## config.mk

```make
export PLATFORM = sky130hd
export DESIGN_NAME = bert_core
export DESIGN_NICKNAME = d
export VERILOG_FILES = /design/src/rtl/bert_pkg.sv /design/src/rtl/bert_patgen.sv /design/src/rtl/bert_detect.sv /design/src/rtl/bert_count.sv /design/src/rtl/bert_core.sv
export SDC_FILE = /design/constraint.sdc
export NUM_CORES = 1
export LEC_CHECK = 0
export BUFFER_PORTS_ARGS = -buffer_cell sky130_fd_sc_hd__buf_2
export CAP_MARGIN = 20
export CORE_ASPECT_RATIO = 1.2
export CORE_MARGIN = 5
export CORE_UTILIZATION = 55
export CTS_CLUSTER_DIAMETER = 80
export DETAILED_ROUTE_END_ITERATION = 16
export PLACE_DENSITY = 0.77
export SLEW_MARGIN = 20
export SYNTH_ARGS = -nofsm -noshare
export SYNTH_HDL_FRONTEND = slang
export SYNTH_HIERARCHICAL = 1
export SYNTH_SLANG_ARGS = --single-unit
```

## constraint.sdc

```tcl
create_clock -name clk -period 6.2 [get_ports clk]
set_input_delay 0.62 -clock clk [delete_from_list [all_inputs] [get_ports clk]]
set_output_delay 0.62 -clock clk [all_outputs]
set_load 0.02 [all_outputs]
```

## src/rtl/bert_pkg.sv

```systemverilog
package bert_pkg;
  typedef enum logic [1:0] {
    DET_SEED   = 2'd0,
    DET_VERIFY = 2'd1,
    DET_LOCK   = 2'd2
  } det_state_e;
endpackage

```

## src/rtl/bert_patgen.sv

```systemverilog
module bert_patgen #(
  parameter int PAT_W = 32,
  parameter int CW    = 6
) (
  input  logic             clk,
  input  logic             rst,
  input  logic             en,
  input  logic             rep,
  input  logic [CW-1:0]    n,
  input  logic [CW-1:0]    y,
  input  logic [CW-1:0]    len,
  input  logic [PAT_W-1:0] word,
  input  logic             inject,
  output logic             bit_q
);
  logic [PAT_W-1:0] lfsr;
  logic [PAT_W-1:0] mask;
  logic [CW-1:0]    idx;
  logic             fb;
  logic             pat;

  always_comb begin
    mask = (n >= CW'(PAT_W)) ? '1 : ((PAT_W'(1) << n) - PAT_W'(1));
    fb   = lfsr[n - CW'(1)] ^ lfsr[y - CW'(1)];
    pat  = rep ? word[idx] : fb;
  end

  always_ff @(posedge clk) begin
    if (rst) begin
      lfsr  <= '0;
      idx   <= '0;
      bit_q <= 1'b0;
    end else if (en) begin
      bit_q <= pat ^ inject;
      if (!rep) begin
        if ((lfsr & mask) == '0) lfsr <= '1;
        else                     lfsr <= {lfsr[PAT_W-2:0], fb};
      end
      idx <= (idx >= len - CW'(1)) ? '0 : idx + CW'(1);
    end else begin
      idx   <= '0;
      bit_q <= 1'b0;
    end
  end

  // shift state is never all zero after an enabled PRBS step
  assert_no_lockup_R2: assert property (@(posedge clk) disable iff (rst)
    (en && !rep) |=> (lfsr != '0));
endmodule

```

## src/rtl/bert_detect.sv

```systemverilog
module bert_detect
  import bert_pkg::*;
#(
  parameter int PAT_W    = 32,
  parameter int CW       = 6,
  parameter int SYNC_RUN = 32,
  parameter int LOS_ERRS = 6,
  parameter int LOS_WIN  = 64
) (
  input  logic          clk,
  input  logic          rst,
  input  logic          din,
  input  logic          rep,
  input  logic [CW-1:0] n,
  input  logic [CW-1:0] y,
  input  logic [CW-1:0] len,
  output logic          locked,
  output logic          bit_vld,
  output logic          bit_err
);
  localparam int SC_W = $clog2(SYNC_RUN + PAT_W + 1);
  localparam int WC_W = $clog2(LOS_WIN + 1);

  det_state_e       state;
  logic [PAT_W-1:0] r;
  logic [SC_W-1:0]  cnt;
  logic [LOS_WIN-1:0] hist;
  logic [WC_W-1:0]  wcnt;
  logic [WC_W-1:0]  wnext;
  logic [CW-1:0]    seed_len;
  logic             pred;
  logic             miss;

  always_comb begin
    seed_len = rep ? len : n;
    pred     = rep ? r[len - CW'(1)] : (r[n - CW'(1)] ^ r[y - CW'(1)]);
    miss     = din ^ pred;
    wnext    = wcnt + WC_W'(miss) - WC_W'(hist[LOS_WIN-1]);
  end

  assign locked = (state == DET_LOCK);

  always_ff @(posedge clk) begin
    if (rst) begin
      state   <= DET_SEED;
      r       <= '0;
      cnt     <= '0;
      hist    <= '0;
      wcnt    <= '0;
      bit_vld <= 1'b0;
      bit_err <= 1'b0;
    end else begin
      bit_vld <= (state == DET_LOCK);
      bit_err <= (state == DET_LOCK) && miss;
      case (state)
        DET_SEED: begin
          r <= {r[PAT_W-2:0], din};
          if (cnt >= SC_W'(seed_len) - SC_W'(1)) begin
            state <= DET_VERIFY;
            cnt   <= '0;
          end else begin
            cnt <= cnt + SC_W'(1);
          end
        end
        DET_VERIFY: begin
          r <= {r[PAT_W-2:0], pred};
          if (miss) begin
            state <= DET_SEED;
            cnt   <= '0;
          end else if (cnt == SC_W'(SYNC_RUN - 1)) begin
            state <= DET_LOCK;
            cnt   <= '0;
            hist  <= '0;
            wcnt  <= '0;
          end else begin
            cnt <= cnt + SC_W'(1);
          end
        end
        default: begin
          r    <= {r[PAT_W-2:0], pred};
          hist <= {hist[LOS_WIN-2:0], miss};
          wcnt <= wnext;
          if (wnext >= WC_W'(LOS_ERRS)) begin
            state <= DET_SEED;
            cnt   <= '0;
          end
        end
      endcase
    end
  end

  // while locked the window never holds the loss threshold
  assert_window_below_limit_R9: assert property (@(posedge clk) disable iff (rst)
    locked |-> (wcnt < WC_W'(LOS_ERRS)));
  // sync is only entered from the verify phase
  assert_lock_after_verify_R8: assert property (@(posedge clk) disable iff (rst)
    $rose(locked) |-> ($past(state) == DET_VERIFY));
endmodule

```

## src/rtl/bert_count.sv

```systemverilog
module bert_count #(
  parameter int CNT_W = 32
) (
  input  logic             clk,
  input  logic             rst,
  input  logic             vld,
  input  logic             err,
  input  logic             latch,
  output logic [CNT_W-1:0] bit_hold,
  output logic [CNT_W-1:0] err_hold
);
  logic [CNT_W-1:0] bit_cnt;
  logic [CNT_W-1:0] err_cnt;

  always_ff @(posedge clk) begin
    if (rst) begin
      bit_cnt  <= '0;
      err_cnt  <= '0;
      bit_hold <= '0;
      err_hold <= '0;
    end else if (latch) begin
      bit_hold <= bit_cnt;
      err_hold <= err_cnt;
      bit_cnt  <= CNT_W'(vld);
      err_cnt  <= CNT_W'(vld && err);
    end else begin
      if (vld && (bit_cnt != '1))        bit_cnt <= bit_cnt + CNT_W'(1);
      if (vld && err && (err_cnt != '1)) err_cnt <= err_cnt + CNT_W'(1);
    end
  end

  // counts never wrap between latches
  assert_no_wrap_R12: assert property (@(posedge clk) disable iff (rst)
    !$past(latch) |-> (bit_cnt >= $past(bit_cnt)));
  // errors are only counted on counted bits
  assert_err_within_bits_R10: assert property (@(posedge clk) disable iff (rst)
    err_cnt <= bit_cnt);
endmodule

```

## src/rtl/bert_core.sv

```systemverilog
module bert_core #(
  parameter int PAT_W    = 32,
  parameter int CNT_W    = 32,
  parameter int SYNC_RUN = 32,
  parameter int LOS_ERRS = 6,
  parameter int LOS_WIN  = 64,
  localparam int CW      = $clog2(PAT_W) + 1
) (
  input  logic             clk,
  input  logic             rst,
  input  logic             gen_en,
  input  logic             dir_sys,
  input  logic             pat_rep,
  input  logic [CW-1:0]    poly_n,
  input  logic [CW-1:0]    poly_y,
  input  logic [CW-1:0]    rep_len,
  input  logic [PAT_W-1:0] rep_word,
  input  logic             err_inject,
  input  logic             cnt_latch,
  input  logic             sys_tx_in,
  output logic             line_tx_out,
  input  logic             line_rx_in,
  output logic             sys_rx_out,
  output logic             in_sync,
  output logic [CNT_W-1:0] bit_hold,
  output logic [CNT_W-1:0] err_hold
);
  logic gen_bit;
  logic det_in;
  logic bit_vld;
  logic bit_err;

  bert_patgen #(.PAT_W(PAT_W), .CW(CW)) u_gen (
    .clk(clk), .rst(rst), .en(gen_en), .rep(pat_rep),
    .n(poly_n), .y(poly_y), .len(rep_len), .word(rep_word),
    .inject(err_inject), .bit_q(gen_bit)
  );

  assign det_in = dir_sys ? sys_tx_in : line_rx_in;

  bert_detect #(
    .PAT_W(PAT_W), .CW(CW), .SYNC_RUN(SYNC_RUN),
    .LOS_ERRS(LOS_ERRS), .LOS_WIN(LOS_WIN)
  ) u_det (
    .clk(clk), .rst(rst), .din(det_in), .rep(pat_rep),
    .n(poly_n), .y(poly_y), .len(rep_len),
    .locked(in_sync), .bit_vld(bit_vld), .bit_err(bit_err)
  );

  bert_count #(.CNT_W(CNT_W)) u_cnt (
    .clk(clk), .rst(rst), .vld(bit_vld), .err(bit_err),
    .latch(cnt_latch), .bit_hold(bit_hold), .err_hold(err_hold)
  );

  always_ff @(posedge clk) begin
    if (rst) begin
      line_tx_out <= 1'b0;
      sys_rx_out  <= 1'b0;
    end else begin
      line_tx_out <= (gen_en && !dir_sys) ? gen_bit : sys_tx_in;
      sys_rx_out  <= (gen_en &&  dir_sys) ? gen_bit : line_rx_in;
    end
  end

  // transparent paths while the source is off
  assert_passthru_R4: assert property (@(posedge clk) disable iff (rst)
    !gen_en |=> (line_tx_out == $past(sys_tx_in)) && (sys_rx_out == $past(line_rx_in)));
  // facing the system, the line transmit path stays transparent
  assert_sys_dir_tx_R6: assert property (@(posedge clk) disable iff (rst)
    (gen_en && dir_sys) |=> (line_tx_out == $past(sys_tx_in)));
  // facing the line, the system receive path stays transparent
  assert_line_dir_rx_R5: assert property (@(posedge clk) disable iff (rst)
    (gen_en && !dir_sys) |=> (sys_rx_out == $past(line_rx_in)));
endmodule

```

==> out/qor_table.md, run 1 <==
| Result | Value | Unit |
|---|---|---|
| Run status | finished, final reports clean | - |
| Worst setup slack for register-to-register paths | 1.60 | ns |
| # fillers | 2284 | - |
| Tightest Pin Transition | 0.8997 | ns |
| Clock root cell | sky130_fd_sc_hd__clkbuf_16 | - |
| Ordered list of cells on the worst path | buf_2, inv_1, ha_1, mux4_2, mux2i_1, o22ai_1, o211a_1, o31a_4, xnor2_2, xnor2_1, ha_1, inv_1, fa_1, inv_1, a21oi_1, o21bai_1, xor2_1, a2111o_1, or3_1, nor3b_1, a221o_1 | - |
| DRC violations left | 0 | - |
| Count of maximum capacitance violations | 0 | - |
| CTS tree | built | - |
| Crit path capture | u_det/state[0] | - |
| Iteration-0 DRC count of the detailed router | 826 | - |
| Power, Total | 4149 | µW |
| Detailed route wirelength on metal3 | 2204 | µm |
| Site Rows | 66 | - |
| Sequential share of the synthesized area | 37.04 | % |
| Worst setup path class | primary input to flip-flop | - |
| Tightest hold margin | 0.3460 | ns |
| First-pass DRT Iterations | 5 | - |
| Post-synthesis average cell area | 9.540 | µm² |
| Port Buf Inserts | 124 | - |
| Area added between synthesis and finish | 11.24 | % |
| Vias | 12840 | - |
| Synth Cell Area | 0.01529 | mm² |
| Worst min-delay path class | primary input to flip-flop | - |
| Highest Clock Rate | 195.6 | MHz |
| Share of final-layout standard cells stronger than drive strength 1 | 17.83 | % |
| Async set-reset flop share out of synthesis | 0 | % |
| Setup total negative slack | 0 | ns |
| Number of buffers created by CTS | 28 | - |
| Count of endpoints failing hold in the final timing report | 0 | - |
| EDFF count, synth | 0 | - |
| Number of clock sinks | 283 | - |
| Via-to-Cell Ratio | 6.307 | - |
| Cell with the biggest individual delay on the critical path | sky130_fd_sc_hd__ha_1 | - |
| Data required time of the worst path | 6.69 | ns |
| Clock latency on the worst-skew pair | 0.54 | ns |
| FF-to-FF path depth | 19 | - |
| First-pass GRT wire length | 62050 | µm |
| Signal arrival time at the worst endpoint | 5.60 | ns |
| Total met2 wirelength after detailed routing | 18020 | µm |
| Crit share post-route | 82.45 | % |
| Clock skew after layout | 0.01834 | ns |
| Global-route usage over all layers | 23.54 | % |
| Number of endpoints failing setup at the final stage | 0 | - |
| Number of different library cells in the post-synthesis netlist | 104 | - |
| RR Endpoint | u_det/state[0] | - |
| Minimum period implied by the final worst setup slack | 5.112 | ns |
| Type of element launching the critical path | primary input | - |
| Antenna-violating nets left | 0 | - |
| Max_slew headroom | 39.23 | % |
| Starting Density | 56.12 | % |
| Overall die height | 192.7 | µm |
| Number of standard cells after synthesis | 1603 | - |
| Worst VDD drop | 202.8 | µV |
| Top fanout value on the critical path | 8 | - |
| GRT Residual Overflow | 0 | - |
| Leakage power figure | 0.006592 | µW |
| Die Outline Area | 0.03126 | mm² |
| Yosys warning total | 6 | - |
| Number of top-level design ports | 126 | - |
| Number of nets in the final layout | 1767 | - |
| Post-CTS repair timing setup buffer count | 0 | - |
| Crit Reg-Reg Startpoint | u_det/r[16] | - |
| Top flip-flop cell by instance count after synthesis | sky130_fd_sc_hd__dfxtp_1 | - |
| Horizontal extent of the die | 162.2 | µm |
| Weighted congestion at the end of routability-driven global placement | 1.011 | - |
| Net Count, Synth | 1698 | - |
| Uppermost routed layer | met4 | - |
| Pin count of the biggest net entering global routing | 83 | - |
| Vias in the first global route | 12550 | - |
| Number of buffers between clock root and the deepest sink | 3 | - |
| Most numerous cell on the critical path | sky130_fd_sc_hd__inv_1 | - |
| Post-CTS Resized | 0 | - |
| Clock edge transition at the registers on the reported setup and hold paths | 0.07 | ns |
| Routed metal-1 wire length | 15700 | µm |
| HPWL Detailed | 26640 | µm |
| Final WL | 37530 | µm |
| Post-synthesis register bit count | 283 | - |
| Beginning of the critical path | poly_n[1] | - |
| Count of hold-fix buffers inserted at cts | 0 | - |
| Core region area | 0.02725 | mm² |
| Routed length per instance | 18.44 | µm |
| Cell area power density | 243.9 | mW/mm² |
| Number of antenna violations at the first check in global routing | 1 | - |
| RSZ-0062 raised after global routing | no | - |
| Max-slew violation count | 0 | - |
| CP endpoint kind | flip-flop | - |
| Number of H-tree branching levels | 1 | - |
| Max incr delay on CP | 0.57 | ns |
layout by cell type, fill, tap and decap left out, types with 44 or more instances in the layout:
| master | n |
|---|---|
| sky130_fd_sc_hd__mux4_2 | 55 |
| sky130_fd_sc_hd__a22o_1 | 70 |
| sky130_fd_sc_hd__buf_2 | 122 |
| sky130_fd_sc_hd__a21oi_1 | 60 |
| sky130_fd_sc_hd__dfxtp_1 | 283 |
| sky130_fd_sc_hd__nand3_1 | 44 |
| sky130_fd_sc_hd__o21ai_0 | 49 |
| sky130_fd_sc_hd__nor2b_1 | 44 |
| sky130_fd_sc_hd__nor2_1 | 189 |
| sky130_fd_sc_hd__nand2_1 | 68 |
| sky130_fd_sc_hd__mux2i_1 | 83 |
cells by family (layout without fill, tap and decap cells):
group	count (synthesis)	after routing	share of synthesized area (%)
simple gates	564	564	19.68
xor+xnor	62	62	3.723
buf+inv	151	242	4.696
mux	143	143	14.02
compound gates	364	364	17.84
flops	283	283	37.04
fa+ha+maj	36	36	2.994
other cells	0	1	0
area by class of cell:
| class | count | area (µm²) | area share, % |
|---|---|---|---|
| diodes | 1 | 2.502 | 0.01471 |
| clock buffers | 36 | 792.0 | 4.655 |
| clock inverters | 16 | 220.2 | 1.294 |
| inverters | 39 | 146.4 | 0.8605 |
| multi-input cells | 1169 | 8920 | 52.43 |
| flip-flops and latches | 283 | 5665 | 33.30 |
| well taps | 340 | 425.4 | 2.501 |
| repair buffers | 151 | 840.8 | 4.942 |
synth_stat cells (7+ instances only):
master	number	share of area (%)
sky130_fd_sc_hd__o21ai_0	49	1.6
sky130_fd_sc_hd__mux2i_1	83	5.4
sky130_fd_sc_hd__nor2_1	190	4.7
sky130_fd_sc_hd__o31ai_1	24	1.2
sky130_fd_sc_hd__and3_1	16	0.65
sky130_fd_sc_hd__nand3_1	44	1.4
sky130_fd_sc_hd__clkbuf_1	56	1.4
sky130_fd_sc_hd__nor4_1	9	0.37
sky130_fd_sc_hd__nand2b_1	13	0.53
sky130_fd_sc_hd__or3_1	32	1.3
sky130_fd_sc_hd__xor2_1	22	1.3
sky130_fd_sc_hd__and4_1	12	0.69
sky130_fd_sc_hd__dfxtp_1	283	37
sky130_fd_sc_hd__inv_1	38	0.93
sky130_fd_sc_hd__xnor2_1	38	2.2
sky130_fd_sc_hd__nor2b_1	45	1.8
sky130_fd_sc_hd__a21o_1	9	0.44
sky130_fd_sc_hd__o211ai_1	8	0.39
sky130_fd_sc_hd__nor3_1	23	0.75
sky130_fd_sc_hd__nand4_1	25	1.0
sky130_fd_sc_hd__o21bai_1	7	0.34
sky130_fd_sc_hd__o21a_1	35	1.7
sky130_fd_sc_hd__o21ai_1	7	0.23
sky130_fd_sc_hd__a21oi_1	60	2.0
sky130_fd_sc_hd__buf_6	14	1.0
sky130_fd_sc_hd__nor3b_1	10	0.49
sky130_fd_sc_hd__mux4_2	55	8.1
sky130_fd_sc_hd__a22o_1	70	4.0
sky130_fd_sc_hd__or2_2	7	0.29
sky130_fd_sc_hd__nand2_1	68	1.7
sky130_fd_sc_hd__ha_1	35	2.9
sky130_fd_sc_hd__and2_1	11	0.45
sky130_fd_sc_hd__o2111ai_1	7	0.40
sky130_fd_sc_hd__or4_1	29	1.4
sky130_fd_sc_hd__buf_2	19	0.62
sky130_fd_sc_hd__buf_1	17	0.42
sequential cells by signal, indices dropped and copies added, names as in the netlist:
name            cells
u_cnt/bit_hold     32
sys_rx_out          1
u_det/bit_vld       1
u_cnt/err_hold     32
line_tx_out         1
u_det/hist         64
u_gen/bit_q         1
u_cnt/bit_cnt      32
u_det/state         2
u_det/bit_err       1
u_det/wcnt          7
u_det/cnt           7
u_gen/idx           6
u_cnt/err_cnt      32
u_det/r            32
u_gen/lfsr         32
metal layers:
layer / track usage [%] / vias up
met5: 0 / -
met4: 10.32 / 0
met3: 3.546 / 114
met2: 41.19 / 456
met1: 28.80 / 6160
li1: - / 6105
report_power, final:
group | internal [µW] | switching [µW]
Combinational | 192 | 252
Clock | 1110 | 712
Sequential | 1840 | 38.0
how the worst min path moves through the flow:
stage	cells past startpoint	slack (ns)	to	from
3_3_place_gp	1	0.46	u_det/hist[58]	u_det/hist[58]
6_report	3	0.35	line_tx_out	sys_tx_in
2_1_floorplan	1	0.43	u_det/hist[0]	u_det/hist[0]
5_1_grt	3	0.34	line_tx_out	sys_tx_in
4_1_cts	3	0.32	line_tx_out	sys_tx_in
3_5_place_dp	1	0.46	u_det/hist[50]	u_det/hist[50]
metrics by stage:
step | setup slack [ns] | instances | utilization, % | cell area, µm²
finish | 1.088 | 2035 | 62.43 | 17010
global placement | 0.6979 | 1982 | 58.71 | 16000
CTS | 1.095 | 2034 | 62.42 | 17010
detailed placement | 0.5504 | 1982 | 58.71 | 16000
floorplan | 0.4207 | 1603 | - | 15290
global route | 0.7687 | 2034 | 62.42 | 17010
worst max-delay path: cells and delay by family:
| kind | cells | cell delay (ns) |
|---|---|---|
| xor+xnor | 3 | 0.45 |
| mux | 2 | 0.75 |
| compound gates | 7 | 1.54 |
| simple gates | 2 | 0.68 |
| fa+ha+maj | 3 | 1.17 |
| buf+inv | 4 | 0.38 |
(Power assumes the default switching activity.)
==> inputs of run 2 (changes only) <==
--- a/config.mk
+++ b/config.mk
@@ -9,10 +9,10 @@
 export CAP_MARGIN = 20
 export CORE_ASPECT_RATIO = 1.2
 export CORE_MARGIN = 5
-export CORE_UTILIZATION = 55
+export CORE_UTILIZATION = 60
 export CTS_CLUSTER_DIAMETER = 80
 export DETAILED_ROUTE_END_ITERATION = 16
-export PLACE_DENSITY = 0.77
+export PLACE_DENSITY = 0.8
 export SLEW_MARGIN = 20
 export SYNTH_ARGS = -nofsm -noshare
 export SYNTH_HDL_FRONTEND = slang
==> constraint.sdc (replaced) <==
create_clock -name clk -period 5.2 [get_ports clk]
set_input_delay 0.52 -clock clk [delete_from_list [all_inputs] [get_ports clk]]
set_output_delay 0.52 -clock clk [all_outputs]
set_load 0.02 [all_outputs]
==> run 2 against run 1 <==
Net effect: first-iteration DRC count is 14% higher; setup slack worse by 0.55 ns; final cell count shrank 0.39%; worst hold slack lost 0.094 ns; final area down 0.69%; combinational power rose by 21%; clock power about the same; critical endpoint unchanged; largest power group unchanged.
==> out/qor_table.md, run 2 (synthesis gave the netlist of run 1 again) <==
| Result | Value | Unit | Change |
|---|---|---|---|
| Run status | finished, final reports clean | - |  |
| Clock edge transition at the registers on the reported setup and hold paths | 0.06 | ns | about the same |
| Dominant delay contributor by cell family on the critical path | compound AO/OA/AOI/OAI gates | - |  |
| Minimum period implied by the final worst setup slack | 4.662 | ns |  |
| Signal arrival time at the worst endpoint | 5.14 | ns | -0.46 ns |
| GRT Residual Overflow | 0 | - | unchanged |
| HPWL Detailed | 26420 | µm | -0.81% |
| Number of clock sinks | 283 | - | unchanged |
| FF-to-FF path depth | 18 | - | -1 |
| Site Rows | 64 | - | -3.0% |
| Worst VDD drop | 334.3 | µV | +65% |
| Cell area after layout | 0.01690 | mm² | -0.69% |
| Max-slew violation count | 0 | - | unchanged |
| Global-route usage over all layers | 25.80 | % | +2.3 points |
| DRC violations left | 0 | - | unchanged |
| Crit share post-route | 89.66 | % |  |
| Max_slew headroom | 30.03 | % | -9.2 points |
| Number of buffers between clock root and the deepest sink | 3 | - | unchanged |
| Horizontal extent of the die | 155.7 | µm | -4.0% |
| Ordered list of cells on the worst path | buf_2, inv_1, ha_1, mux4_2, mux2i_1, o22ai_1, o211a_1, o31a_4, xnor2_4, xnor2_1, ha_1, inv_1, fa_1, inv_1, a21oi_1, o21bai_1, xor2_1, a2111o_1, or3_4, nor3b_1, a221o_1 | - |  |
| Number of endpoints failing setup at the final stage | 0 | - | unchanged |
| Count of endpoints failing hold in the final timing report | 0 | - | unchanged |
| RR Endpoint | u_det/state[0] | - |  |
| Logic depth of the worst setup path including buffers | 21 | - | unchanged |
| Port Buf Inserts | 124 | - | unchanged |
| Worst Path Buf+Inv | 4 | - | unchanged |
| Power, Total | 4606 | µW | +11% |
| Vias | 12800 | - | -0.25% |
| Number of diodes added for antenna fixing | 0 | - | -1 |
| Number of buffers created by CTS | 27 | - | -3.6% |
| Number of flip-flops in the largest register | 64 | - | unchanged |
| Post-CTS Resized | 0 | - | unchanged |
| Busiest layer in global routing | met2 | - |  |
| Most frequent standard cell in the layout excluding fill and tap cells | sky130_fd_sc_hd__dfxtp_1 | - |  |
| Tightest Pin Transition | 1.047 | ns | +0.1475 ns |
| Worst min-delay path class | primary input to flip-flop | - |  |
| Post-CTS repair timing setup buffer count | 0 | - | unchanged |
| Leakage power figure | 0.006534 | µW | -0.88% |
| Clock root cell | sky130_fd_sc_hd__clkbuf_16 | - |  |
| Max incr delay on CP | 0.55 | ns | -0.02 ns |
| Setup total negative slack | 0 | ns | unchanged |
| Cell with the biggest individual delay on the critical path | sky130_fd_sc_hd__mux4_2 | - |  |
| Vias in the first global route | 12390 | - | -1.3% |
| Most numerous cell on the critical path | sky130_fd_sc_hd__inv_1 | - |  |
| Worst setup path class | primary input to flip-flop | - |  |
| Data required time of the worst path | 5.68 | ns | -1.01 ns |
| Crit path capture | u_det/state[0] | - |  |
| Weighted congestion at the end of routability-driven global placement | 0.9937 | - | -1.7% |
| Count of maximum capacitance violations | 0 | - | unchanged |
| Number of nets in the final layout | 1774 | - | +0.40% |
| Clock skew after layout | 0.009530 | ns | -0.008811 ns |
| Number of top-level design ports | 126 | - | unchanged |
| Antenna-violating nets left | 0 | - | unchanged |
| Dpl cell area | 0.01608 | mm² | +0.52% |
| Highest-count cells in the layout ignoring fill and taps | sky130_fd_sc_hd__dfxtp_1 (283), sky130_fd_sc_hd__nor2_1 (189), sky130_fd_sc_hd__buf_2 (122) | - |  |
| Core region area | 0.02530 | mm² | -7.1% |
| Type of element launching the critical path | primary input | - |  |
| GRT met2 Usage | 43.50 | % | +2.3 points |
| Cell area power density | 272.6 | mW/mm² | +12% |
| Routed length per instance | 18.65 | µm | +1.1% |
| Tightest hold margin | 0.2524 | ns | -0.09354 ns |
| Beginning of the critical path | poly_n[0] | - |  |
| Via-to-Cell Ratio | 6.316 | - | +0.14% |
| CP endpoint kind | flip-flop | - |  |
| Highest Clock Rate | 214.5 | MHz |  |
| Register name with the most flops | u_det/hist | - |  |
| Worst setup slack for register-to-register paths | 0.75 | ns | -0.85 ns |
| Number of antenna violations at the first check in global routing | 0 | - | -1 |
| CTS tree | built | - |  |
| Area added between synthesis and finish | 10.47 | % |  |
| Starting Density | 60.44 | % | +4.3 points |
| Number of H-tree branching levels | 1 | - | unchanged |
| Share of final-layout standard cells stronger than drive strength 1 | 17.91 | % | +0.086 points |
| Count of hold-fix buffers inserted at cts | 0 | - | unchanged |
| RSZ-0062 raised after global routing | no | - |  |
| Overall die height | 184.9 | µm | -4.0% |
| Iteration-0 DRC count of the detailed router | 938 | - | +14% |
| Global-route track usage on met3 | 4.207 | % | +0.66 points |
| Crit Reg-Reg Startpoint | u_det/r[5] | - |  |
| Pin count of the biggest net entering global routing | 97 | - | +17% |
| First-pass DRT Iterations | 5 | - | unchanged |
| Top fanout value on the critical path | 7 | - | -1 |
| Clock latency on the worst-skew pair | 0.53 | ns | about the same |
| Die Outline Area | 0.02879 | mm² | -7.9% |
| Final WL | 37810 | µm | +0.75% |
| M1 GR Usage | 33.74 | % | +4.9 points |
| First-pass GRT wire length | 62600 | µm | +0.89% |
[run 2: cell types whose count changed in the layout (fill, tap and decap cells not counted), sizes merged]
cell	delta
buf	+8
bufinv	-5
clkbuf	+2
clkinv	-2
clkinvlp	+2
diode	-1
inv	-2
[run 2: cell type report]
cell class              instances  area [µm²]
repair buffers                159       900.9
multi-input cells            1169        8955
clock buffers                  38       757.0
clock inverters                 9       57.56
inverters                      39       146.4
well taps                     330       412.9
fillers                      2066        8409
flip-flops and latches        283        5665
[run 2: layer usage]
| metal | share of wire [%] | vias up |
|---|---|---|
| met5 | 0 | - |
| met4 | 3.4 | 0 |
| met3 | 7.0 | 100 |
| met2 | 48 | 482 |
| met1 | 42 | 6095 |
| li1 | - | 6126 |
[run 2: report_power, final]
group	internal [µW]	switching, µW
Combinational	237	301
Sequential	2190	46.2
Clock	1010	816
[run 2: metrics by stage]
step | utilization, % | instances | setup WS, ns
2_1_floorplan | - | 1603 | 0.04266
3_5_place_dp | 63.55 | 1980 | -0.01556
6_report | 66.77 | 2027 | 0.5377
3_3_place_gp | 63.55 | 1980 | 0.1048
4_1_cts | 66.77 | 2027 | 0.5349
5_1_grt | 66.77 | 2027 | 0.09630
[run 2: worst min-delay path, cell delays in order]
cell and delay [ns]:
sky130_fd_sc_hd__buf_2 0.08, sky130_fd_sc_hd__xor2_1 0.07, sky130_fd_sc_hd__nor2_1 0.07
[run 2: worst min path at each step]
stage	start	cells past startpoint	endpoint	slack, ns
2_1_floorplan	u_det/hist[0]	1	u_det/hist[0]	0.43
3_3_place_gp	u_det/hist[56]	1	u_det/hist[56]	0.46
3_5_place_dp	u_det/hist[0]	1	u_det/hist[0]	0.45
4_1_cts	sys_tx_in	3	line_tx_out	0.24
5_1_grt	err_inject	3	u_gen/bit_q	0.25
6_report	err_inject	3	u_gen/bit_q	0.25
